### src/rtl/i2cs_pkg.sv
package i2cs_pkg;
  typedef enum logic [2:0] {
    ST_IDLE,
    ST_ADDR,
    ST_ADDR_ACK,
    ST_WR_DATA,
    ST_WR_ACK,
    ST_RD_DATA,
    ST_RD_ACK
  } eng_state_t;

  localparam int BYTE_BITS = 8;
  localparam logic [3:0] ADDR_LOW_DEFAULT = 4'b0101;
  localparam logic [7:0] STATUS_CMD_DEFAULT = 8'hB0;
endpackage

### src/rtl/i2cs_glitch_filter.sv
module i2cs_glitch_filter #(
  parameter int FILT_CYC = 14
) (
  input  logic clk,
  input  logic rst_n,
  input  logic din,
  output logic dout
);
  localparam int CW = $clog2(FILT_CYC + 1);

  logic [1:0]    sync_q;
  logic [CW-1:0] run_q;

  // The output follows the synchronised input only after the input has
  // differed from it for FILT_CYC consecutive clocks.
  always_ff @(posedge clk or negedge rst_n) begin
    if (!rst_n) begin
      sync_q <= 2'b11;
      run_q  <= '0;
      dout   <= 1'b1;
    end else begin
      sync_q <= {sync_q[0], din};
      if (sync_q[1] != dout) begin
        if (run_q == CW'(FILT_CYC - 1)) begin
          dout  <= sync_q[1];
          run_q <= '0;
        end else begin
          run_q <= run_q + 1'b1;
        end
      end else begin
        run_q <= '0;
      end
    end
  end
endmodule

### src/rtl/i2cs_bus_events.sv
module i2cs_bus_events (
  input  logic clk,
  input  logic rst_n,
  input  logic scl_f,
  input  logic sda_f,
  output logic ev_start,
  output logic ev_stop,
  output logic ev_rise,
  output logic ev_fall
);
  logic scl_q, sda_q;

  always_ff @(posedge clk or negedge rst_n) begin
    if (!rst_n) begin
      scl_q <= 1'b1;
      sda_q <= 1'b1;
    end else begin
      scl_q <= scl_f;
      sda_q <= sda_f;
    end
  end

  always_comb begin
    ev_start = scl_f && scl_q && sda_q && !sda_f;
    ev_stop  = scl_f && scl_q && !sda_q && sda_f;
    ev_rise  = scl_f && !scl_q;
    ev_fall  = !scl_f && scl_q;
  end
endmodule

### src/rtl/i2cs_byte_engine.sv
module i2cs_byte_engine
  import i2cs_pkg::*;
#(
  parameter logic [3:0] ADDR_LOW   = ADDR_LOW_DEFAULT,
  parameter logic [7:0] STATUS_CMD = STATUS_CMD_DEFAULT
) (
  input  logic       clk,
  input  logic       rst_n,
  input  logic       ev_start,
  input  logic       ev_stop,
  input  logic       ev_rise,
  input  logic       ev_fall,
  input  logic       sda_f,
  input  logic [2:0] strap_addr,
  input  logic [7:0] status_snap,
  input  logic       cmd_ready,
  output logic       cmd_valid,
  output logic [7:0] cmd_data,
  output logic       cmd_first,
  output logic       cmd_end,
  output logic       sda_oe,
  output logic       snap_load
);
  localparam int CNTW = $clog2(BYTE_BITS + 1);
  localparam logic [CNTW-1:0] FULL_CNT = CNTW'(BYTE_BITS);
  localparam logic [CNTW-1:0] LAST_RD  = CNTW'(BYTE_BITS - 1);

  eng_state_t      st_q;
  logic [7:0]      sh_q;
  logic [CNTW-1:0] cnt_q;
  logic            rw_q, first_q, mack_q;
  logic            byte_done, accept, push;

  always_comb begin
    byte_done = (st_q == ST_WR_DATA) && ev_fall && (cnt_q == FULL_CNT)
                && !ev_start && !ev_stop;
    accept    = !cmd_valid || cmd_ready;
    push      = byte_done && accept;
  end

  // Bus-side state machine.
  always_ff @(posedge clk or negedge rst_n) begin
    if (!rst_n) begin
      st_q    <= ST_IDLE;
      sh_q    <= '0;
      cnt_q   <= '0;
      rw_q    <= 1'b0;
      first_q <= 1'b0;
      mack_q  <= 1'b0;
      sda_oe  <= 1'b0;
      cmd_end <= 1'b0;
    end else begin
      cmd_end <= 1'b0;
      if (ev_start) begin
        st_q   <= ST_ADDR;
        cnt_q  <= '0;
        sda_oe <= 1'b0;
      end else if (ev_stop) begin
        st_q    <= ST_IDLE;
        sda_oe  <= 1'b0;
        cmd_end <= (st_q == ST_WR_DATA) || (st_q == ST_WR_ACK);
      end else begin
        unique case (st_q)
          ST_ADDR: begin
            if (ev_rise) begin
              sh_q  <= {sh_q[6:0], sda_f};
              cnt_q <= cnt_q + 1'b1;
            end else if (ev_fall && cnt_q == FULL_CNT) begin
              if (sh_q[7:1] == {strap_addr, ADDR_LOW}) begin
                rw_q   <= sh_q[0];
                sda_oe <= 1'b1;
                st_q   <= ST_ADDR_ACK;
              end else begin
                st_q <= ST_IDLE;
              end
            end
          end
          ST_ADDR_ACK: begin
            if (ev_fall) begin
              cnt_q <= '0;
              if (rw_q) begin
                sh_q   <= status_snap;
                sda_oe <= ~status_snap[7];
                st_q   <= ST_RD_DATA;
              end else begin
                sda_oe  <= 1'b0;
                first_q <= 1'b1;
                st_q    <= ST_WR_DATA;
              end
            end
          end
          ST_WR_DATA: begin
            if (ev_rise) begin
              sh_q  <= {sh_q[6:0], sda_f};
              cnt_q <= cnt_q + 1'b1;
            end else if (byte_done) begin
              sda_oe  <= accept;
              first_q <= 1'b0;
              st_q    <= ST_WR_ACK;
            end
          end
          ST_WR_ACK: begin
            if (ev_fall) begin
              sda_oe <= 1'b0;
              cnt_q  <= '0;
              st_q   <= ST_WR_DATA;
            end
          end
          ST_RD_DATA: begin
            if (ev_fall) begin
              if (cnt_q == LAST_RD) begin
                sda_oe <= 1'b0;
                st_q   <= ST_RD_ACK;
              end else begin
                cnt_q  <= cnt_q + 1'b1;
                sh_q   <= {sh_q[6:0], 1'b0};
                sda_oe <= ~sh_q[6];
              end
            end
          end
          ST_RD_ACK: begin
            if (ev_rise) begin
              mack_q <= ~sda_f;
            end else if (ev_fall) begin
              if (mack_q) begin
                sh_q   <= status_snap;
                sda_oe <= ~status_snap[7];
                cnt_q  <= '0;
                st_q   <= ST_RD_DATA;
              end else begin
                st_q <= ST_IDLE;
              end
            end
          end
          default: ;
        endcase
      end
    end
  end

  // Stream-side holding register.
  always_ff @(posedge clk or negedge rst_n) begin
    if (!rst_n) begin
      cmd_valid <= 1'b0;
      cmd_data  <= '0;
      cmd_first <= 1'b0;
      snap_load <= 1'b0;
    end else begin
      snap_load <= push && first_q && (sh_q == STATUS_CMD);
      if (push) begin
        cmd_valid <= 1'b1;
        cmd_data  <= sh_q;
        cmd_first <= first_q;
      end else if (cmd_valid && cmd_ready) begin
        cmd_valid <= 1'b0;
      end
    end
  end
endmodule

### src/rtl/i2cs_status_snap.sv
module i2cs_status_snap #(
  parameter int W = 8
) (
  input  logic         clk,
  input  logic         rst_n,
  input  logic         load,
  input  logic [W-1:0] status_in,
  output logic [W-1:0] snap
);
  always_ff @(posedge clk or negedge rst_n) begin
    if (!rst_n)    snap <= '0;
    else if (load) snap <= status_in;
  end
endmodule

### src/rtl/i2c_cmd_slave.sv
module i2c_cmd_slave
  import i2cs_pkg::*;
#(
  parameter int         FILT_CYC   = 14,
  parameter logic [3:0] ADDR_LOW   = ADDR_LOW_DEFAULT,
  parameter logic [7:0] STATUS_CMD = STATUS_CMD_DEFAULT
) (
  input  logic       clk,
  input  logic       rst_n,
  input  logic [2:0] strap_addr,
  input  logic       scl_in,
  input  logic       sda_in,
  output logic       sda_oe,
  input  logic [7:0] status_in,
  output logic       cmd_valid,
  input  logic       cmd_ready,
  output logic [7:0] cmd_data,
  output logic       cmd_first,
  output logic       cmd_end
);
  localparam int NLINES = 2;

  logic [NLINES-1:0] raw_lines, flt_lines;
  logic scl_flt, sda_flt;
  logic ev_start, ev_stop, ev_rise, ev_fall;
  logic snap_load;
  logic [7:0] status_snap;

  assign raw_lines = {sda_in, scl_in};

  for (genvar g = 0; g < NLINES; g++) begin : g_line
    i2cs_glitch_filter #(.FILT_CYC(FILT_CYC)) u_filt (
      .clk  (clk),
      .rst_n(rst_n),
      .din  (raw_lines[g]),
      .dout (flt_lines[g])
    );
  end

  assign scl_flt = flt_lines[0];
  assign sda_flt = flt_lines[1];

  i2cs_bus_events u_events (
    .clk     (clk),
    .rst_n   (rst_n),
    .scl_f   (scl_flt),
    .sda_f   (sda_flt),
    .ev_start(ev_start),
    .ev_stop (ev_stop),
    .ev_rise (ev_rise),
    .ev_fall (ev_fall)
  );

  i2cs_byte_engine #(.ADDR_LOW(ADDR_LOW), .STATUS_CMD(STATUS_CMD)) u_engine (
    .clk        (clk),
    .rst_n      (rst_n),
    .ev_start   (ev_start),
    .ev_stop    (ev_stop),
    .ev_rise    (ev_rise),
    .ev_fall    (ev_fall),
    .sda_f      (sda_flt),
    .strap_addr (strap_addr),
    .status_snap(status_snap),
    .cmd_ready  (cmd_ready),
    .cmd_valid  (cmd_valid),
    .cmd_data   (cmd_data),
    .cmd_first  (cmd_first),
    .cmd_end    (cmd_end),
    .sda_oe     (sda_oe),
    .snap_load  (snap_load)
  );

  i2cs_status_snap #(.W(8)) u_snap (
    .clk      (clk),
    .rst_n    (rst_n),
    .load     (snap_load),
    .status_in(status_in),
    .snap     (status_snap)
  );
endmodule

### config.mk
export PLATFORM = sky130hd
export DESIGN_NAME = i2c_cmd_slave
export DESIGN_NICKNAME = d
export VERILOG_FILES = /design/src/rtl/i2cs_pkg.sv /design/src/rtl/i2cs_glitch_filter.sv /design/src/rtl/i2cs_bus_events.sv /design/src/rtl/i2cs_byte_engine.sv /design/src/rtl/i2cs_status_snap.sv /design/src/rtl/i2c_cmd_slave.sv
export SDC_FILE = /design/constraint.sdc
export NUM_CORES = 1
export LEC_CHECK = 0
export BUFFER_PORTS_ARGS = -buffer_cell sky130_fd_sc_hd__buf_2
export CAP_MARGIN = 0
export CORE_UTILIZATION = 50
export CTS_CLUSTER_DIAMETER = 100
export CTS_CLUSTER_SIZE = 8
export DETAILED_ROUTE_END_ITERATION = 6
export PLACE_DENSITY = 0.67
export SLEW_MARGIN = 20
export SYNTH_ARGS = -nofsm -noshare
export SYNTH_HDL_FRONTEND = slang
export SYNTH_SLANG_ARGS = --single-unit
### constraint.sdc
create_clock -name clk -period 4.4 [get_ports clk]
set_clock_uncertainty 0.15 [all_clocks]
set_input_delay 0.66 -clock clk [delete_from_list [all_inputs] [get_ports clk]]
set_output_delay 0.66 -clock clk [all_outputs]
set_load 0.01 [all_outputs]
After elaboration in Yosys (flattened, before gate mapping)
Cells that the tools add are included.
{"block": "word_totals", "regBits": 55, "input_bits": 16, "output_inout_bits": 12, "wordCells": 180}
{"block": "classes", "add_sub_neg": 3, "eq_ne": 45, "n_mux": 64, "bitwise": 6, "n_reduce_logical": 41}
{"cell": "$mux 8", "count": 8}
{"cell": "$mux 4", "count": 13}
{"cell": "$mux 3", "count": 14}
{"cell": "$ne 4x1->1 const B", "count": 9}
{"cell": "$pmux 8 s4", "count": 1}
{"cell": "$mux 1", "count": 23}
{"cell": "$reduce_and 11->1", "count": 2}
{"cell": "$pmux 3 s6", "count": 1}
{"cell": "$logic_and 1x1->1", "count": 16}
{"cell": "$ne 2x1->1 const B", "count": 8}
{"cell": "$pmux 4 s4", "count": 1}
{"cell": "$ne 3x1->1 const B", "count": 5}
{"cell": "$add 4x1->4 const B", "count": 3}
{"cell": "$eq 4x4->1 const B", "count": 3}
{"cell": "$ne 4x2->1 const B", "count": 3}
{"cell": "$reduce_and 12->1", "count": 1}
{"cell": "$eq 3x3->1 const B", "count": 3}
{"cell": "$reduce_and 9->1", "count": 1}
{"cell": "$eq 8x8->1 const B", "count": 1}
{"cell": "$ne 2x2->1 const B", "count": 4}
{"cell": "$reduce_bool 8->1", "count": 1}
{"cell": "$eq 7x7->1", "count": 1}
{"cell": "$logic_not 1->1", "count": 7}
{"cell": "$reduce_and 7->1", "count": 1}
{"cell": "other kinds (17)", "count": 29}

Logic depth before layout (Yosys ltp)
Gate-level depths: netlist of the first run.
{"block": "depth", "depth_word": 11, "mapped_depth": 8, "ltp_nobuf": 7}

Modules after synthesis
Synthesis of the first run repeated with hierarchy kept, for this count alone.
{"block": "hier_totals", "hier_cells": 247, "hier_area_um2": 2813.9}
{"module": "i2cs_byte_engine", "instances": 1, "cells_each": 182, "area_each_um2": 1829.3, "seq_area_each_um2": 775.7}
{"module": "i2cs_glitch_filter", "instances": 2, "cells_each": 21, "area_each_um2": 282.8, "seq_area_each_um2": 178.9}
{"module": "i2cs_status_snap", "instances": 1, "cells_each": 17, "area_each_um2": 331.6, "seq_area_each_um2": 200.2}
{"module": "i2cs_bus_events", "instances": 1, "cells_each": 6, "area_each_um2": 87.6, "seq_area_each_um2": 52.6}

Least setup slack after synthesis of the first run
OpenSTA, ideal clock, no wires.
{"block": "synth_path", "path_type": "flip-flop to flip-flop", "from": "register g_line[0].u_filt.dout", "to": "register u_engine.sh_q[0]", "setup_ps": 125, "arrival_ps": 1657, "required_ps": 4125, "slack_ps": 2468, "path_stages_with_launch": 7, "path_buffers": 1, "period_less_slack_ps": 1932, "path_cell_list": "dfstp_2 > buf_6 > nand2b_4 > or2_4 > a31oi_4 > nand3b_4 > mux2_4"}
{"block": "synth_via", "elab_chain_cells": 5, "elab_cells_between_ends": 16, "classes_between": "eq/ne: 5; bitwise: 2; reduce/logical: 9"}
{"item": "start: declaration", "line_no": "i2cs_glitch_filter.sv:7", "rtl": "output logic dout"}
{"item": "start signal: assignment", "line_no": "i2cs_glitch_filter.sv:25", "rtl": "dout <= sync_q[1];"}
{"item": "branches (longest 4 deep; another with $ne 2x1->1)"}
{"item": "$reduce_and 11->1 (no line) *"}
{"item": "end signal: assignment", "line_no": "i2cs_byte_engine.sv:66", "rtl": "sh_q <= {sh_q[6:0], sda_f};"}
{"item": "end signal: assignment", "line_no": "i2cs_byte_engine.sv:82", "rtl": "sh_q <= status_snap;"}
{"item": "end signal: assignment", "line_no": "i2cs_byte_engine.sv:94", "rtl": "sh_q <= {sh_q[6:0], sda_f};"}
{"item": "end: declaration", "line_no": "i2cs_byte_engine.sv:29", "rtl": "logic [7:0] sh_q;"}
Mark *: on every way between the ends.
A chain may end at the register's enable or synchronous reset.

Final worst setup path of the first run
{"block": "layout_path", "from": "register u_engine.st_q[0]", "to": "register u_engine.cmd_first"}
{"block": "layout_via", "elab_chain_cells": 6}
{"item": "start: declaration", "line_no": "i2cs_byte_engine.sv:28", "rtl": "eng_state_t st_q;"}
{"item": "start signal: assignment", "line_no": "i2cs_byte_engine.sv:44", "rtl": "st_q <= ST_IDLE;"}
{"item": "start signal: assignment", "line_no": "i2cs_byte_engine.sv:55", "rtl": "st_q <= ST_ADDR;"}
{"item": "start signal: assignment", "line_no": "i2cs_byte_engine.sv:59", "rtl": "st_q <= ST_IDLE;"}
{"item": "$eq 3x2->1", "line_no": "i2cs_byte_engine.sv:35", "rtl": "byte_done = (st_q == ST_WR_DATA) && ev_fall && (cnt_q == FULL_CNT)"}
{"item": "$logic_and 1x1->1 (2 in a row)", "line_no": "i2cs_byte_engine.sv:35"}
{"item": "$logic_and 1x1->1 (2 in a row)", "line_no": "i2cs_byte_engine.sv:36", "rtl": "&& !ev_start && !ev_stop;"}
{"item": "$logic_and 1x1->1", "line_no": "i2cs_byte_engine.sv:38", "rtl": "push = byte_done && accept;"}
{"item": "end signal: assignment", "line_no": "i2cs_byte_engine.sv:153", "rtl": "cmd_first <= first_q;"}
{"item": "end: declaration", "line_no": "i2cs_byte_engine.sv:19", "rtl": "output logic cmd_first,"}
Every way passes these cells.

==> key figures, run 1 <==
Floorplan
  – Initial Util: 0.521
  – Die Area: 0.00605 mm²
  – Chip Width: 77.8 µm
  – FP Rows: 27
  – Vert. Die Dim: 77.8 µm
  – IO Count: 28
  – Core area: 0.00551 mm²

Critical path
  – Buf/Inv on CP: 0
  – Worst R2R Setup Slack: 1.87 ns
  – CP cell instances: nand2b_1, nor4_4, nand3_1, mux2_4
  – Crit Path Category: register to register
  – Worst reg2reg startpoint: u_engine.st_q[0]
  – Critical path peak fanout: 22
  – Cell family with most CP delay: simple AND/OR/NAND/NOR gates
  – R2r endpoint: u_engine.cmd_first
  – Startpoint Class: register
  – Worst path max stage delay: 0.80 ns
  – R2r worst-path depth: 4
  – Worst EP required: 4.44 ns
  – Crit path DAT: 2.57 ns
  – Master of the slowest instance on the critical path: dfrtp_1
  – Crit end category: register

Clock tree
  – CTS Hold Bufs: 0
  – Cts bufs inserted: 5
  – Resized Gates After CTS: 0
  – Max Root-Sink Buffers: 2
  – Clock Latency Late Sink: 0.31 ns
  – Root Driver: clkbuf_8
  – Number of H-tree levels: 2
  – CTS tree: done
  – Clk sinks: 55
  – Clock transition at path regs: 0.10 ns
  – Setup Buffers After CTS: 0

Yosys
  – Synth warn: 0
  – Post-Synthesis Cells: 246
  – Syn_nets: 268
  – Avg Cell Area, Syn: 11.7 µm²
  – Register area share after synthesis: 0.483
  – Ys async rst share: 1.00
  – Post-synth EDFFs: 0
  – Top cell type's share of synthesized area: 0.410
  – Ys flop type: dfrtp_1
  – #FFs+latches synth: 55
  – Area leader, netlist: dfrtp_1
  – Synth area leaders: dfrtp_1 (41%), dfstp_2 (7.3%), mux2_4 (7.3%)
  – Netlist cell types: 54
  – Synthesized cell area: 0.00287 mm²

Status
  – Status: completed

GRT
  – Gr usage total: 0.196
  – Grt ovf: 0
  – First-pass GRT wire length: 9.23 mm
  – Vias in the first global route: 1,898
  – Antenna violations before repair: 0
  – Largest net degree at the start of global routing: 32

STA
  – Final Max Tran Viols: 0
  – Period utilization: 0.576
  – Worst-Margin Slew: 0.690 ns
  – Setup TNS: 0 ns
  – Fin crit period: 2.53 ns
  – Max Clock Freq: 395 MHz
  – Final setup viols: 0
  – Normalized max-slew margin: 0.540
  – Count of final hold-check violations: 0
  – RSZ-0062 raised after global routing: no

Power and ir drop
  – VDD IR max: 211 µV
  – Pleak: 1.49 nW
  – Pwr Total: 0.925 mW
  – PD cells: 294 mW/mm²

Place
  – HPWL Detailed: 3.85 mm
  – Placed instance count: 336
  – GP Congestion: 0.795
  – Input/output buffers: 27

Route
  – DRT Wirelength: 5.34 mm
  – Drt initial violations: 99
  – Post-route antenna net violation count: 0
  – DRC errors left: 0
  – First-pass iteration count of the detailed router: 4
  – DR WL/cell: 15.5 µm
  – Via density per instance: 5.60
  – Vias post-DR: 1,927

Cells and area
  – Area growth syn-to-layout: 9.50%
  – Layout cells sized above 1: 0.331
  – Non-Filler Instances: 344
  – N_diodes: 0
  – Total Nets Final: 293
  – Final Util: 0.571

Worst hold path
  – Worst hold path type: input port to async pin

Flow run
  – Max_cap viols: 0
[worst max-delay path by stage]
stage                                      end  depth (start not counted)                  start
after CTS                 u_engine.cmd_data[4]                          4       u_engine.st_q[0]
after global routing        u_engine.cmd_first                          4       u_engine.st_q[0]
after global placement    u_engine.cmd_data[3]                          4       u_engine.st_q[0]
final                       u_engine.cmd_first                          4       u_engine.st_q[0]
after floorplan               u_engine.sh_q[0]                          6  g_line[0].u_filt.dout
after detailed placement  u_engine.cmd_data[2]                          4       u_engine.st_q[0]
[report_power, final]
group          switching, mW  internal [mW]
sequential            0.0202          0.521
clock                  0.159          0.129
combinational         0.0558         0.0401
[Yosys cell counts, types with 2 or more instances]
| master | n |
|---|---|
| nand2b_4 | 2 |
| a211oi_1 | 2 |
| dfstp_2 | 8 |
| nor2_1 | 20 |
| nand3_1 | 8 |
| xnor2_1 | 3 |
| mux2i_1 | 3 |
| clkbuf_1 | 3 |
| xor2_1 | 7 |
| nand2b_1 | 6 |
| o21ai_0 | 12 |
| o221ai_1 | 2 |
| nor3_1 | 6 |
| nand3b_1 | 3 |
| buf_2 | 5 |
| nor4b_1 | 2 |
| a21oi_1 | 10 |
| mux2_4 | 14 |
| inv_1 | 8 |
| nand4_1 | 4 |
| dfrtp_1 | 47 |
| o31ai_1 | 3 |
| ha_1 | 6 |
| nand2_1 | 12 |
| nor3b_1 | 5 |
| mux2_2 | 17 |
[worst reg2reg max path: stages (launching register included)]
cell and delay (ns):
dfrtp_1 0.80, nand2b_1 0.24, nor4_4 0.27, nand3_1 0.50, mux2_4 0.47
[layer usage]
layer,track usage,share of wire
met1,0.286,0.50
met2,0.295,0.45
met3,0.0412,0.039
met4,0.0547,0.0095
met5,0,0
[placed cells by master, fill, tap and decap left out, types with 2 or more instances in the layout]
cell type  instances
mux2_2            17
clkbuf_8           6
nor2_1            20
nand2b_4           2
nor4b_1            2
nor3b_1            5
a211oi_1           2
o31ai_1            3
nand2b_1           6
a21oi_1           10
xnor2_1            3
inv_1              8
nand3b_1           3
o21ai_0           12
o221ai_1           2
nor3_1             6
mux2i_1            3
xor2_1             7
mux2_4            14
buf_2             27
ha_1               6
dfrtp_1           47
nand2_1           12
dfstp_2            8
nand4_1            4
nand3_1            8
[cell families after synthesis]
group	share of synthesized area
adder cells (fa/ha/maj)	0.0261
AND/OR/NAND/NOR	0.168
multiplexers	0.154
buffers and inverters	0.0296
AO/OA/AOI/OAI	0.109
XOR/XNOR	0.0305
flip-flops	0.483
[cell type report]
class	count	area, µm²
Fill cell	458	2360
Multi-Input combinational cell	173	1400
Sequential cell	55	1390
Timing Repair Buffer	28	143
Tap cell	72	90.1
Clock buffer	7	86.3
Inverter	8	30.0
Clock inverter	1	8.76
[flip-flops by register name (all words and copies together) (netlist names), 2 cells and up]
name / count
g_line.u_filt.dout: 2
g_line.u_filt.run_q: 8
g_line.u_filt.sync_q: 4
u_engine.cmd_data: 8
u_engine.cnt_q: 4
u_engine.sh_q: 8
u_engine.st_q: 3
u_snap.snap: 8
[metrics by stage]
| stage | cell area [µm²] | hold slack [ns] | setup slack, ns |
|---|---|---|---|
| floorplan | 2870 | 0.195 | 2.47 |
| global placement | 3050 | 0.197 | 1.93 |
| detailed placement | 3050 | 0.199 | 1.85 |
| CTS | 3140 | 0.195 | 1.85 |
| global route | 3140 | 0.215 | 1.61 |
| finish | 3140 | 0.183 | 1.87 |
Power figures use the tool's default switching activity.
==> inputs of run 2 (changes only) <==
- PLACE_DENSITY: 0.67 -> 0.7
- clock period: 4.4 -> 2.3 ns (I/O delays scaled with it)
==> key figures, run 2 (same netlist as run 1, synthesis figures left out) <==
Status
  – Status: finished, violations left
  – Failing checks: negative hold slack

Clock tree
  – CTS tree: done
  – Resized Gates After CTS: 0
  – Root Driver: clkbuf_8
  – Max Root-Sink Buffers: 2
  – Clock transition at path regs: 0.09 ns
  – Clock Latency Late Sink: 0.30 ns
  – Setup Buffers After CTS: 0
  – Cts bufs inserted: 5
  – CTS Hold Bufs: 2
  – Clk sinks: 55
  – Number of H-tree levels: 2

Route
  – Post-route antenna net violation count: 0
  – First-pass iteration count of the detailed router: 4
  – Via density per instance: 5.45
  – Drt initial violations: 134
  – DRC errors left: 0
  – Vias post-DR: 1,906
  – DRT Wirelength: 5.11 mm
  – DR WL/cell: 14.6 µm

GRT
  – Antenna violations before repair: 0
  – Largest net degree at the start of global routing: 56
  – Gr usage total: 0.186
  – Vias in the first global route: 1,830
  – Grt ovf: 0
  – First-pass GRT wire length: 8.74 mm

Flow run
  – Max_cap viols: 0

STA
  – Period utilization: 0.892
  – Max Clock Freq: 487 MHz
  – Final Max Tran Viols: 0
  – Setup TNS: 0 ns
  – Worst-Margin Slew: 0.662 ns
  – Normalized max-slew margin: 0.559
  – Final setup viols: 0
  – Count of final hold-check violations: 2
  – Fin crit period: 2.05 ns
  – Hold Slack: -0.00456 ns
  – RSZ-0062 raised after global routing: no

Cells and area
  – Register area: 0.00139 mm²
  – Area growth syn-to-layout: 11.8%
  – Final Util: 0.583
  – Area occupied by multi-input gates: 0.00140 mm²
  – Number of fill cells in the layout: 460
  – Total Nets Final: 299
  – Layout cells sized above 1: 0.338
  – N_diodes: 0
  – Non-Filler Instances: 350
  – Most frequent cells in the layout: dfrtp_1 (47), buf_2 (27), nor2_1 (20), mux2_2 (17), mux2_4 (14)
  – Commonest non-fill, non-tap cell in the layout: dfrtp_1

Floorplan
  – Initial Util: 0.521
  – Chip Width: 77.8 µm
  – Die Area: 0.00605 mm²
  – FP Rows: 27
  – Core area: 0.00551 mm²
  – IO Count: 28
  – Vert. Die Dim: 77.8 µm

Power and ir drop
  – Internal Power: 1.41 mW
  – VDD IR max: 283 µV
  – Sw frac: 0.239
  – Clock power share: 0.341
  – Reg power frac: 0.551
  – PD cells: 576 mW/mm²
  – Pwr Total: 1.85 mW
  – Pleak: 1.52 nW
  – Comb pwr share: 0.107
  – Sw power: 0.443 mW

Critical path
  – Crit end category: register
  – Critical Path Start: g_line[0].u_filt.dout
  – R2r worst-path depth: 5
  – Worst EP required: 2.34 ns
  – Crit Path Category: register to register
  – Critical path peak fanout: 10
  – Startpoint Class: register
  – Worst reg2reg startpoint: g_line[0].u_filt.dout
  – Crit path DAT: 2.10 ns

Place
  – HPWL Detailed: 3.68 mm
  – Input/output buffers: 27
  – GP Congestion: 0.839
  – Placed instance count: 340

Worst hold path
  – Worst hold path type: input port to async pin
==> run 2: cell type report <==
cell class              instances  area share
clock inverters                 2      0.0121
repair buffers                 34      0.0600
inverters                       8     0.00935
clock buffers                   6      0.0226
well taps                      72      0.0281
multi-input cells             173       0.436
flip-flops and latches         55       0.432
==> run 2: metal layers <==
layer	wire, µm	vias to the layer above	share of wire	track usage
met5	0	-	0	0
met4	29	0	0.0057	0.0623
li1	-	945	-	-
met1	2730	910	0.53	0.287
met2	2180	47	0.43	0.258
met3	178	4	0.035	0.0376
==> run 2: worst max-delay path: stages (launching register included) <==
cell,delay (ns)
dfstp_2,0.66
nand2b_4,0.09
or2_4,0.25
a31oi_4,0.25
nand3b_4,0.21
mux2_4,0.34
==> run 2: path summary, 6_finish.rpt <==
| kind | end | slack (ns) |
|---|---|---|
| hold / removal | g_line[0].u_filt.run_q[0] | -0.005 |
| setup reg to reg | u_engine.sh_q[0] | 0.25 |
| min in group clk | u_snap.snap[3] | 0.12 |
| setup / recovery | u_engine.sh_q[0] | 0.25 |
| hold reg to reg | g_line[1].u_filt.sync_q[1] | 0.21 |
| max in group asynchronous | u_engine.st_q[1] | 1.56 |
==> run 2: stage by stage <==
step	worst slack (ns)	area [µm²]	hold WS [ns]
floorplan	0.368	2870	-0.101
global placement	0.309	3080	0.197
detailed placement	0.260	3080	0.198
CTS	0.251	3210	0.0232
global route	0.180	3210	0.0642
finish	0.248	3210	-0.00456
==> run 2: power groups by stage <==
stage	clock [mW]	sequential, mW	combinational (mW)
after floorplan	0	1.03	0.139
after global routing	0.688	1.03	0.221
final	0.632	1.02	0.199
after detailed placement	0	1.04	0.196
after global placement	0	1.04	0.193
after CTS	0.654	1.02	0.199
